--- config.mk ---
export PLATFORM = sky130hd
export DESIGN_NAME = boot_wp_ctrl
export DESIGN_NICKNAME = d
export VERILOG_FILES = /design/src/rtl/wp_pkg.sv /design/src/rtl/wp_region_dec.sv /design/src/rtl/wp_lock_reg.sv /design/src/rtl/wp_policy.sv /design/src/rtl/boot_wp_ctrl.sv
export SDC_FILE = /design/constraint.sdc
export NUM_CORES = 1
export LEC_CHECK = 0
export BUFFER_PORTS_ARGS = -buffer_cell sky130_fd_sc_hd__buf_2
export CAP_MARGIN = 20
export CORE_MARGIN = 1
export CORE_UTILIZATION = 36
export DETAILED_ROUTE_END_ITERATION = 6
export PLACE_DENSITY = 0.78
export SLEW_MARGIN = 5
export SYNTH_ARGS = -nofsm -noshare
export SYNTH_HDL_FRONTEND = slang
export SYNTH_SLANG_ARGS = --single-unit
--- constraint.sdc ---
create_clock -name clk -period 1.4 [get_ports clk]
set_input_delay 0.07 -clock clk [delete_from_list [all_inputs] [get_ports clk]]
set_output_delay 0.07 -clock clk [all_outputs]
set_load 0.02 [all_outputs]
--- src/rtl/wp_pkg.sv ---
package wp_pkg;
  localparam logic [1:0] OPK_ID   = 2'd0;
  localparam logic [1:0] OPK_PROG = 2'd1;
  localparam logic [1:0] OPK_SECT = 2'd2;
  localparam logic [1:0] OPK_CHIP = 2'd3;

  typedef enum logic [1:0] {
    RG_BOOT  = 2'd0,
    RG_PARA  = 2'd1,
    RG_PARB  = 2'd2,
    RG_MAIN  = 2'd3
  } region_e;

  localparam int unsigned MASK_W = 4;
  localparam int unsigned ID_ADDR = 2;
endpackage

--- src/rtl/wp_region_dec.sv ---
module wp_region_dec
  import wp_pkg::*;
#(
  parameter int unsigned ADDR_W   = 19,
  parameter int unsigned BLK_W    = 13,
  parameter bit          TOP_BOOT = 1'b0
) (
  input  logic [ADDR_W-1:0] addr,
  output region_e           region
);
  localparam int unsigned IDX_W = ADDR_W - BLK_W;

  logic [IDX_W-1:0] blk_raw;
  logic [IDX_W-1:0] blk_idx;

  assign blk_raw = addr[ADDR_W-1:BLK_W];

  generate
    if (TOP_BOOT) begin : g_top
      assign blk_idx = ~blk_raw;
    end else begin : g_bottom
      assign blk_idx = blk_raw;
    end
  endgenerate

  always_comb begin
    if (blk_idx == IDX_W'(0))      region = RG_BOOT;
    else if (blk_idx == IDX_W'(1)) region = RG_PARA;
    else if (blk_idx == IDX_W'(2)) region = RG_PARB;
    else                           region = RG_MAIN;
  end
endmodule

--- src/rtl/wp_lock_reg.sv ---
module wp_lock_reg (
  input  logic clk,
  input  logic rst_n,
  input  logic set_i,
  output logic lock_o
);
  logic lock_nxt;
  logic lock_en;

  always_comb begin
    lock_en  = set_i;
    lock_nxt = 1'b1;
  end

  always_ff @(posedge clk or negedge rst_n) begin
    if (!rst_n)       lock_o <= 1'b0;
    else if (lock_en) lock_o <= lock_nxt;
  end
endmodule

--- src/rtl/wp_policy.sv ---
module wp_policy
  import wp_pkg::*;
#(
  parameter int unsigned DATA_W = 16
) (
  input  logic              valid,
  input  logic [1:0]        kind,
  input  region_e           region,
  input  logic              at_id,
  input  logic              locked,
  input  logic              hv,
  output logic              allow,
  output logic [MASK_W-1:0] mask,
  output logic [DATA_W-1:0] rdata
);
  logic open_boot;

  always_comb begin
    open_boot = !locked || hv;
    allow     = 1'b0;
    mask      = '0;
    rdata     = '0;
    if (valid) begin
      unique case (kind)
        OPK_ID: begin
          if (at_id) rdata[0] = locked;
        end
        OPK_PROG: begin
          allow = (region != RG_BOOT) || open_boot;
        end
        OPK_SECT: begin
          unique case (region)
            RG_PARA: begin allow = 1'b1; mask = 4'b0010; end
            RG_PARB: begin allow = 1'b1; mask = 4'b0100; end
            RG_MAIN: begin
              allow = 1'b1;
              mask  = open_boot ? 4'b1001 : 4'b1000;
            end
            default: begin
              allow = open_boot;
              mask  = open_boot ? 4'b1001 : 4'b0000;
            end
          endcase
        end
        default: begin
          allow = open_boot;
          mask  = open_boot ? 4'b1111 : 4'b0000;
        end
      endcase
    end
  end
endmodule

--- src/rtl/boot_wp_ctrl.sv ---
module boot_wp_ctrl
  import wp_pkg::*;
#(
  parameter int unsigned ADDR_W   = 19,
  parameter int unsigned BLK_W    = 13,
  parameter int unsigned DATA_W   = 16,
  parameter bit          TOP_BOOT = 1'b0
) (
  input  logic              clk,
  input  logic              rst_n,
  input  logic              op_valid,
  input  logic [1:0]        op_kind,
  input  logic [ADDR_W-1:0] op_addr,
  input  logic              lock_set,
  input  logic              hv_override,
  output logic              op_done,
  output logic              op_allow,
  output logic [3:0]        erase_mask,
  output logic [DATA_W-1:0] id_data
);
  region_e           region;
  logic              lock_q;
  logic              at_id;
  logic              allow_nxt;
  logic [MASK_W-1:0] mask_nxt;
  logic [DATA_W-1:0] rdata_nxt;

  assign at_id = (op_addr == ADDR_W'(ID_ADDR));

  wp_region_dec #(.ADDR_W(ADDR_W), .BLK_W(BLK_W), .TOP_BOOT(TOP_BOOT)) u_dec (
    .addr   (op_addr),
    .region (region)
  );

  wp_lock_reg u_lock (
    .clk    (clk),
    .rst_n  (rst_n),
    .set_i  (lock_set),
    .lock_o (lock_q)
  );

  wp_policy #(.DATA_W(DATA_W)) u_pol (
    .valid  (op_valid),
    .kind   (op_kind),
    .region (region),
    .at_id  (at_id),
    .locked (lock_q),
    .hv     (hv_override),
    .allow  (allow_nxt),
    .mask   (mask_nxt),
    .rdata  (rdata_nxt)
  );

  always_ff @(posedge clk or negedge rst_n) begin
    if (!rst_n) begin
      op_done    <= 1'b0;
      op_allow   <= 1'b0;
      erase_mask <= '0;
      id_data    <= '0;
    end else begin
      op_done    <= op_valid;
      op_allow   <= allow_nxt;
      erase_mask <= mask_nxt;
      id_data    <= rdata_nxt;
    end
  end
endmodule

==> qor.csv, run 1 <==
metric,value,unit
power,0.556,mW
insertion_delay,0.25,ns
grt_first_pass_wirelength,1750,um
synth_seq_cells,8,
cts_setup_buffers,0,
nets,117,
hold_violations,0,
timing.fmax,893,MHz
synth_area_leaders,"dfrtp_1 (37%), buf_4 (21%), nor4_4 (4.0%)",
rows,13,
holdPathStages,1,
r2r_cells,3,
top_level_ports,48,
netlist_area,536,sq um
overflow,0,
critPathLaunchType,register,
tns,0,ns
p_leak,0.363,nW
yosys.area.top_type_share,37.4,%
vias_per_cell,4.63,
avgSynthCellArea,9.56,sq um
final_util,49.8,%
drt-total-wl,1100,um
synthDistinctLibCells,27,
holdBufCountCts,1,
min_period,1.12,ns
portBuffers,32,
synth_compound_gate_area_share,12.4,%
maxCapViolations,0,
path_max_fanout,4,
netlist_instances,56,
cts_buffer_depth,2,
via_count,481,
dr.pass1.iters,4,
multi_input_area,253,sq um
clk_pin_slew_worst_paths,0.05,ns
cts_tree,yes,
core,0.00135,sq mm
crit_family,compound AO/OA/AOI/OAI gates,
post_cts_resized,0,
worstPathArrival,1.28,ns
drv_slew,0,
synth_top_family_by_area,buffers and inverters,
path_cells,"nor2b_1, o2111a_1, a211oi_1",
fillers,142,
slowest_delay,0.38,ns
rsz0062_at_grt,false,
powerDensity,828,mW/mm^2
synth_fa_ha_area_share,0,%
seq_area_frac_synth,37.4,%
crit_path_end_kind,register,
worstPathRequired,1.56,ns
layout_setup_ws,0.280,ns
syn_to_final_growth,25.5,%
die_x,40.6,um
finalClockSkew,0.00243,ns
ff_latch_area,200,sq um
yosys.area_share.simple,22.7,%
dpl_worst_slack,0.290,ns
whs,0.00885,ns
ys_warn_count,0,
drive_gt1_share,43.8,%
grt_pass1_vias,431,
synth_mux_area_share,0,%
drc,0,
start_util,39.7,%
cp_slowest_cell,dfrtp_1,
crit_cells,3,
drtIter0Drc,2,
antenna_left,0,
htree_levels,1,
cts_buffers,3,
antenna_found_initial,0,
synth_top_area_cell,dfrtp_1,
setup_violations,0,
irDropWorstVdd,232,uV
grt_max_degree,10,
gp_congestion,0.815,
die_y,40.6,um
die_area,0.00165,sq mm
cts.sinks,8,
crit_type,register to register,
track_usage,17.0,%
synth-xor-area-share,1.64,%
diodes,0,
min_period_over_period,80.0,%
routedWlPerCell,10.5,um
status,"complete, no violations",
root_buffer,clkbuf_4,
hold_class,primary input to register,
timing.critical_path.buf_inv,0,
hpwl,906,um
-- stage by stage --
step	area [sq um]	std cells
detailed placement	639	100
CTS	672	104
finish	672	104
global placement	639	100
global route	672	104
floorplan	588	70
-- metal layers --
layer  GRT usage [%]  vias to the layer above  wire length (um)
met5               0                        -                 0
li1                -                      231                 -
met1            16.6                      216               403
met4            15.0                        0                36
met2            29.4                       30               551
met3            3.89                        4               104
-- report_power, final --
| group | internal [mW] | leakage, nW | switching [mW] |
|---|---|---|---|
| combinational | 0.0484 | 0.249 | 0.0912 |
| clock | 0.0980 | 0.0138 | 0.0772 |
| sequential | 0.240 | 0.101 | 0.00163 |
| total | 0.386 | 0.363 | 0.170 |
-- cell usage in the layout (no fill, tap or decap) --
cell type / n
o21ai_0: 1
nor2b_1: 1
clkbuf_4: 3
nand2b_4: 1
nand3_1: 1
a211oi_1: 2
buf_2: 32
xnor2_1: 1
nor4bb_1: 1
nand4_1: 1
inv_1: 1
inv_2: 1
nor4_4: 1
dfrtp_1: 8
o2111a_1: 1
nor3_1: 1
or2_2: 1
a21o_1: 1
dlygate4sd3_1: 1
a21oi_1: 1
conb_1: 15
nand2_1: 2
nor2_1: 5
a31oi_1: 2
nor4b_1: 1
nor4_1: 2
a32o_1: 1
-- area by class of cell --
| cell class | instances | share of cell area, % |
|---|---|---|
| Clock buffer | 3 | 3.35 |
| Inverter | 2 | 1.12 |
| Multi-Input combinational cell | 43 | 37.6 |
| Sequential cell | 8 | 29.8 |
| Tap cell | 15 | 2.79 |
| Timing Repair Buffer | 33 | 25.3 |
-- cells in the mapped netlist (all sizes together) --
master  number
nor4bb       1
dfrtp        8
nor2         5
nor2b        1
nand3        1
nor4         3
o2111a       1
nand2b       1
nand4        1
inv          2
conb         1
a31oi        2
nor3         1
a32o         1
o21ai        1
a21oi        1
a21o         1
buf         16
nor4b        1
xnor2        1
clkbuf       1
or2          1
nand2        2
a211oi       2
-- final timing paths --
path                            endpoint          start  slack [ns]
hold / removal                   op_done       op_valid       0.009
max in group asynchronous  erase_mask[1]          rst_n        1.06
min in group asynchronous       op_allow          rst_n        0.18
setup / recovery           erase_mask[3]  u_lock.lock_o        0.28
hold reg to reg            u_lock.lock_o  u_lock.lock_o        0.50
setup reg to reg           erase_mask[3]  u_lock.lock_o        0.28
-- sequential cells by signal (all words and copies together), names as in the netlist --
| register | flops |
|---|---|
| erase_mask | 4 |
| id_data | 1 |
| op_allow | 1 |
| op_done | 1 |
| u_lock.lock_o | 1 |
-- cell families after synthesis --
kind of cell / Yosys count
flops: 8
other cells: 1
simple gates: 18
compound gates: 9
buf+inv: 19
xor+xnor: 1
Power figures use the tool's default switching activity.
==> inputs of run 2 (changes only) <==
clock period = 1.1 ns   (was 1.4 ns; I/O delays follow)
==> run 2 against run 1 <==
  * Utilization up 1.5 points
  * First-iteration DRC count rose to 3.5 times the previous value
  * Combinational power up 30%
  * Largest cell class unchanged
==> qor.csv, run 2 (same netlist as run 1, synthesis figures left out) <==
metric,value,unit
critPathLaunchType,register,
power,0.710,mW
timing.fmax,937,MHz
worstPathRequired,1.26,ns
final_util,51.3,%
cts_buffer_depth,2,
worstPathArrival,1.23,ns
powerDensity,1030,mW/mm^2
min_period_over_period,97.1,%
finalClockSkew,0.00236,ns
drtIter0Drc,7,
htree_levels,1,
antenna_found_initial,0,
cp_slowest_cell,dfrtp_1,
top_level_ports,48,
cts_buffers,3,
slowest_delay,0.38,ns
nets,119,
hpwl,888,um
syn_to_final_growth,29.2,%
rows,13,
portBuffers,32,
crit_cells,3,
layout_commonest_cell,buf_2,
grt_max_degree,10,
core,0.00135,sq mm
root_buffer,clkbuf_4,
track_usage,16.0,%
postPlaceCellArea,647,sq um
gp_congestion,0.827,
diodes,0,
hold_class,primary input to register,
hold_violations,0,
cts_tree,yes,
vias_per_cell,4.46,
insertion_delay,0.25,ns
dr.pass1.iters,4,
routedWlPerCell,10.1,um
crit_path_end_kind,register,
maxCapViolations,0,
die_area,0.00165,sq mm
setup_violations,0,
drc,0,
start_util,39.7,%
irDropWorstVdd,275,uV
p_leak,0.375,nW
fin_area,692,sq um
grt_first_pass_wirelength,1690,um
largest_register_ffs,4,
r2r_setup_slack,0.03,ns
die_y,40.6,um
status,"complete, no violations",
die_x,40.6,um
startpoint,u_lock.lock_o,
timing.rr.start,u_lock.lock_o,
path_cells,"nor2b_2, o2111a_1, a211oi_1",
drv_slew,0,
clk_pin_slew_worst_paths,0.06,ns
drive_gt1_share,45.1,%
regMostFlops,erase_mask,
tns,0,ns
timing.critical_path.buf_inv,0,
whs,0.00766,ns
overflow,0,
via_count,473,
crit_family,compound AO/OA/AOI/OAI gates,
path_max_fanout,4,
final_cell_mix,"buf_2 (32), conb_1 (15), dfrtp_1 (8), nor2_1 (5), clkbuf_4 (3)",
min_period,1.07,ns
r2r_cells,3,
crit_type,register to register,
grt_pass1_vias,401,
drt-total-wl,1070,um
cts.sinks,8,
antenna_left,0,
rr_endpoint,erase_mask[3],
setup.worst_path.end,erase_mask[3],
## run 2: cell types whose count changed in the layout (fill, tap and decap cells not counted)
cell           before  now
nor2b_2             0    1
dlygate4sd3_1       1    2
nor2b_1             1    0
buf_4               0    1
## run 2: cell type report
| class | count | area (sq um) |
|---|---|---|
| Clock buffer | 3 | 22.5 |
| Fill cell | 138 | 658 |
| Inverter | 2 | 7.51 |
| Multi-Input combinational cell | 43 | 255 |
| Sequential cell | 8 | 200 |
| Tap cell | 15 | 18.8 |
| Timing Repair Buffer | 35 | 188 |
## run 2: worst register-to-register path, delay by kind of cell (launching register included)
| kind | cells | cell delay [ns] |
|---|---|---|
| DFF | 1 | 0.38 |
| AOI/OAI and AO/OA | 2 | 0.43 |
| and+or+nand+nor | 1 | 0.17 |
## run 2: routing by layer
metal  vias to the layer above  wire [um]  track usage (%)
li1                        234          -                -
met1                       215        455             18.5
met2                        22        519             26.6
met3                         2         76             1.67
met4                         0         17             12.5
met5                         -          0                0
## run 2: worst min path at each step
stage / start / depth (start not counted) / slack [ns] / endpoint
floorplan: rst_n / 0 / -0.24 / erase_mask[0]
global placement: rst_n / 1 / -0.10 / id_data[0]
detailed placement: rst_n / 1 / -0.1 / id_data[0]
CTS: lock_set / 2 / 0.0008 / u_lock.lock_o
global route: lock_set / 2 / -0.003 / u_lock.lock_o
finish: lock_set / 2 / 0.008 / u_lock.lock_o
## run 2: repair_timing
action | CTS | global route
hold buffers | 2 | 0
buffers inserted | 0 | 0
endpoints found under the setup margin | 0 | 1
gates resized for setup | 0 | 1
endpoints found under the hold margin | 9 | 0
## run 2: report_power, final
part	switching [mW]	internal [mW]
Clock	0.0964	0.125
Combinational	0.116	0.0655
Sequential	0.00219	0.305
## run 2: through the flow
stage / setup WS [ns] / instances
after detailed placement: 0.0353 / 101
final: 0.0322 / 106
after global routing: -0.0000335 / 106
after CTS: 0.0270 / 106
after floorplan: 0.0849 / 70
after global placement: 0.0466 / 101
==> inputs of run 3 (changes only) <==
CORE_UTILIZATION = 38   (was 36)
CTS_BUF_LIST = sky130_fd_sc_hd__clkbuf_8   (was default)
PLACE_DENSITY = 0.81   (was 0.78)
==> run 3 against run 2 <==
  * Sequential cell count did not move
  * Setup slack worse by 0.0045 ns
  * Critical path depth did not move
  * Clock skew is essentially flat
  * Global-route usage grew 1.4 points
  * Die area shrank 5.0%
  * Power rose by 17%
  * Sequential share of layout area shrank 0.56 points
  * Critical path type unchanged
  * Largest power group is now clock
==> qor.csv, run 3 (same netlist as run 1, synthesis figures left out) <==
metric,value,unit
status,"complete, no violations",
top_level_ports,48,
grt_first_pass_wirelength,1810,um
finalClockSkew,0.00262,ns
drc,0,
power,0.831,mW
clkPwrFrac,41.1,%
via_count,468,
overflow,0,
cts_buffers,3,
track_usage,17.4,%
hold_violations,0,
diodes,0,
grt_pass1_vias,427,
hpwl,887,um
min_period,1.07,ns
cp_slowest_cell,dfrtp_1,
path_cells,"nor2b_2, o2111a_1, a211oi_2",
insertion_delay,0.22,ns
cts_buffer_depth,2,
worstPathRequired,1.23,ns
drt-total-wl,1080,um
maxCapViolations,0,
nets,118,
path_max_fanout,4,
irDropWorstVdd,454,uV
crit_family,compound AO/OA/AOI/OAI gates,
cts_setup_buffers,0,
root_buffer,clkbuf_8,
routedWlPerCell,10.2,um
drive_gt1_share,46.7,%
crit_path_end_kind,register,
timing.fmax,933,MHz
p_leak,0.380,nW
dpl_worst_slack,0.0199,ns
grt_max_degree,10,
portBuffers,32,
final_cell_mix,"buf_2 (32), conb_1 (15), dfrtp_1 (8), nor2_1 (5), clkbuf_8 (3)",
timing.critical_path.buf_inv,0,
slowest_delay,0.37,ns
pwr-share-comb,21.7,%
cts.sinks,8,
critPathLaunchType,register,
layout_setup_ws,0.0277,ns
hold_class,primary input to register,
largest_register_ffs,4,
gp_congestion,0.834,
die_x,39.5,um
tns,0,ns
start_util,41.2,%
die_area,0.00156,sq mm
layout_commonest_cell,buf_2,
drtIter0Drc,6,
crit_type,register to register,
antenna_found_initial,0,
min_period_over_period,97.5,%
die_y,39.5,um
fillers,126,
powerDensity,1180,mW/mm^2
drv_slew,0,
vias_per_cell,4.46,
rows,13,
antenna_left,0,
syn_to_final_growth,31.8,%
regMostFlops,erase_mask,
cts_tree,yes,
p_int,0.606,mW
htree_levels,1,
p_switching,0.225,mW
core,0.00130,sq mm
worstPathArrival,1.21,ns
setup_violations,0,
dr.pass1.iters,2,
pwr-share-seq,37.1,%
clk_pin_slew_worst_paths,0.04,ns
switching_share,27.0,%
run 3: layer usage:
| layer | share of wire, % | vias up | wire [um] | GRT usage, % |
|---|---|---|---|---|
| met5 | 0 | - | 0 | 0 |
| met4 | 0.74 | 0 | 8 | 7.76 |
| met3 | 8.7 | 2 | 94 | 3.41 |
| met2 | 49 | 25 | 529 | 31.1 |
| met1 | 41 | 209 | 444 | 19.4 |
| li1 | - | 232 | - | - |
run 3: final timing paths:
kind                               start       endpoint  slack (ns)  cells after the start
hold / removal                  op_valid        op_done        0.03                      1
hold reg to reg            u_lock.lock_o  u_lock.lock_o        0.49                      1
setup reg to reg           u_lock.lock_o  erase_mask[3]        0.03                      3
min in group asynchronous          rst_n     id_data[0]        0.20                      2
setup / recovery           u_lock.lock_o  erase_mask[3]        0.03                      3
max in group asynchronous          rst_n  erase_mask[1]        0.74                      2
run 3: metrics by stage:
stage / cells / hold slack, ns / util [%] / cell area [sq um]
4_1_cts: 105 / 0.0240 / 53.7 / 698
2_1_floorplan: 70 / -0.241 / - / 588
5_1_grt: 105 / 0.0189 / 54.2 / 706
3_5_place_dp: 101 / -0.0982 / 49.7 / 647
6_report: 105 / 0.0259 / 54.2 / 706
3_3_place_gp: 101 / -0.100 / 49.7 / 647
run 3: area by class of cell:
cell class | count | area [sq um] | area share (%)
Multi-Input combinational cell | 43 | 260 | 36.9
Sequential cell | 8 | 200 | 28.4
Timing Repair Buffer | 34 | 178 | 25.2
Clock buffer | 3 | 41.3 | 5.85
Tap cell | 15 | 18.8 | 2.66
Inverter | 2 | 7.51 | 1.06
run 3: repair_timing:
item                       CTS  global route
resized for setup            0             2
hold endpoints to repair     8             0
hold buffers                 1             0
setup endpoints to repair    0             1
run 3: power groups by stage:
stage	Sequential, mW	Clock (mW)	Combinational [mW]
2_1_floorplan	0.327	0	0.131
3_3_place_gp	0.312	0	0.173
3_5_place_dp	0.312	0	0.175
4_1_cts	0.309	0.343	0.178
5_1_grt	0.310	0.362	0.201
6_report	0.308	0.342	0.181
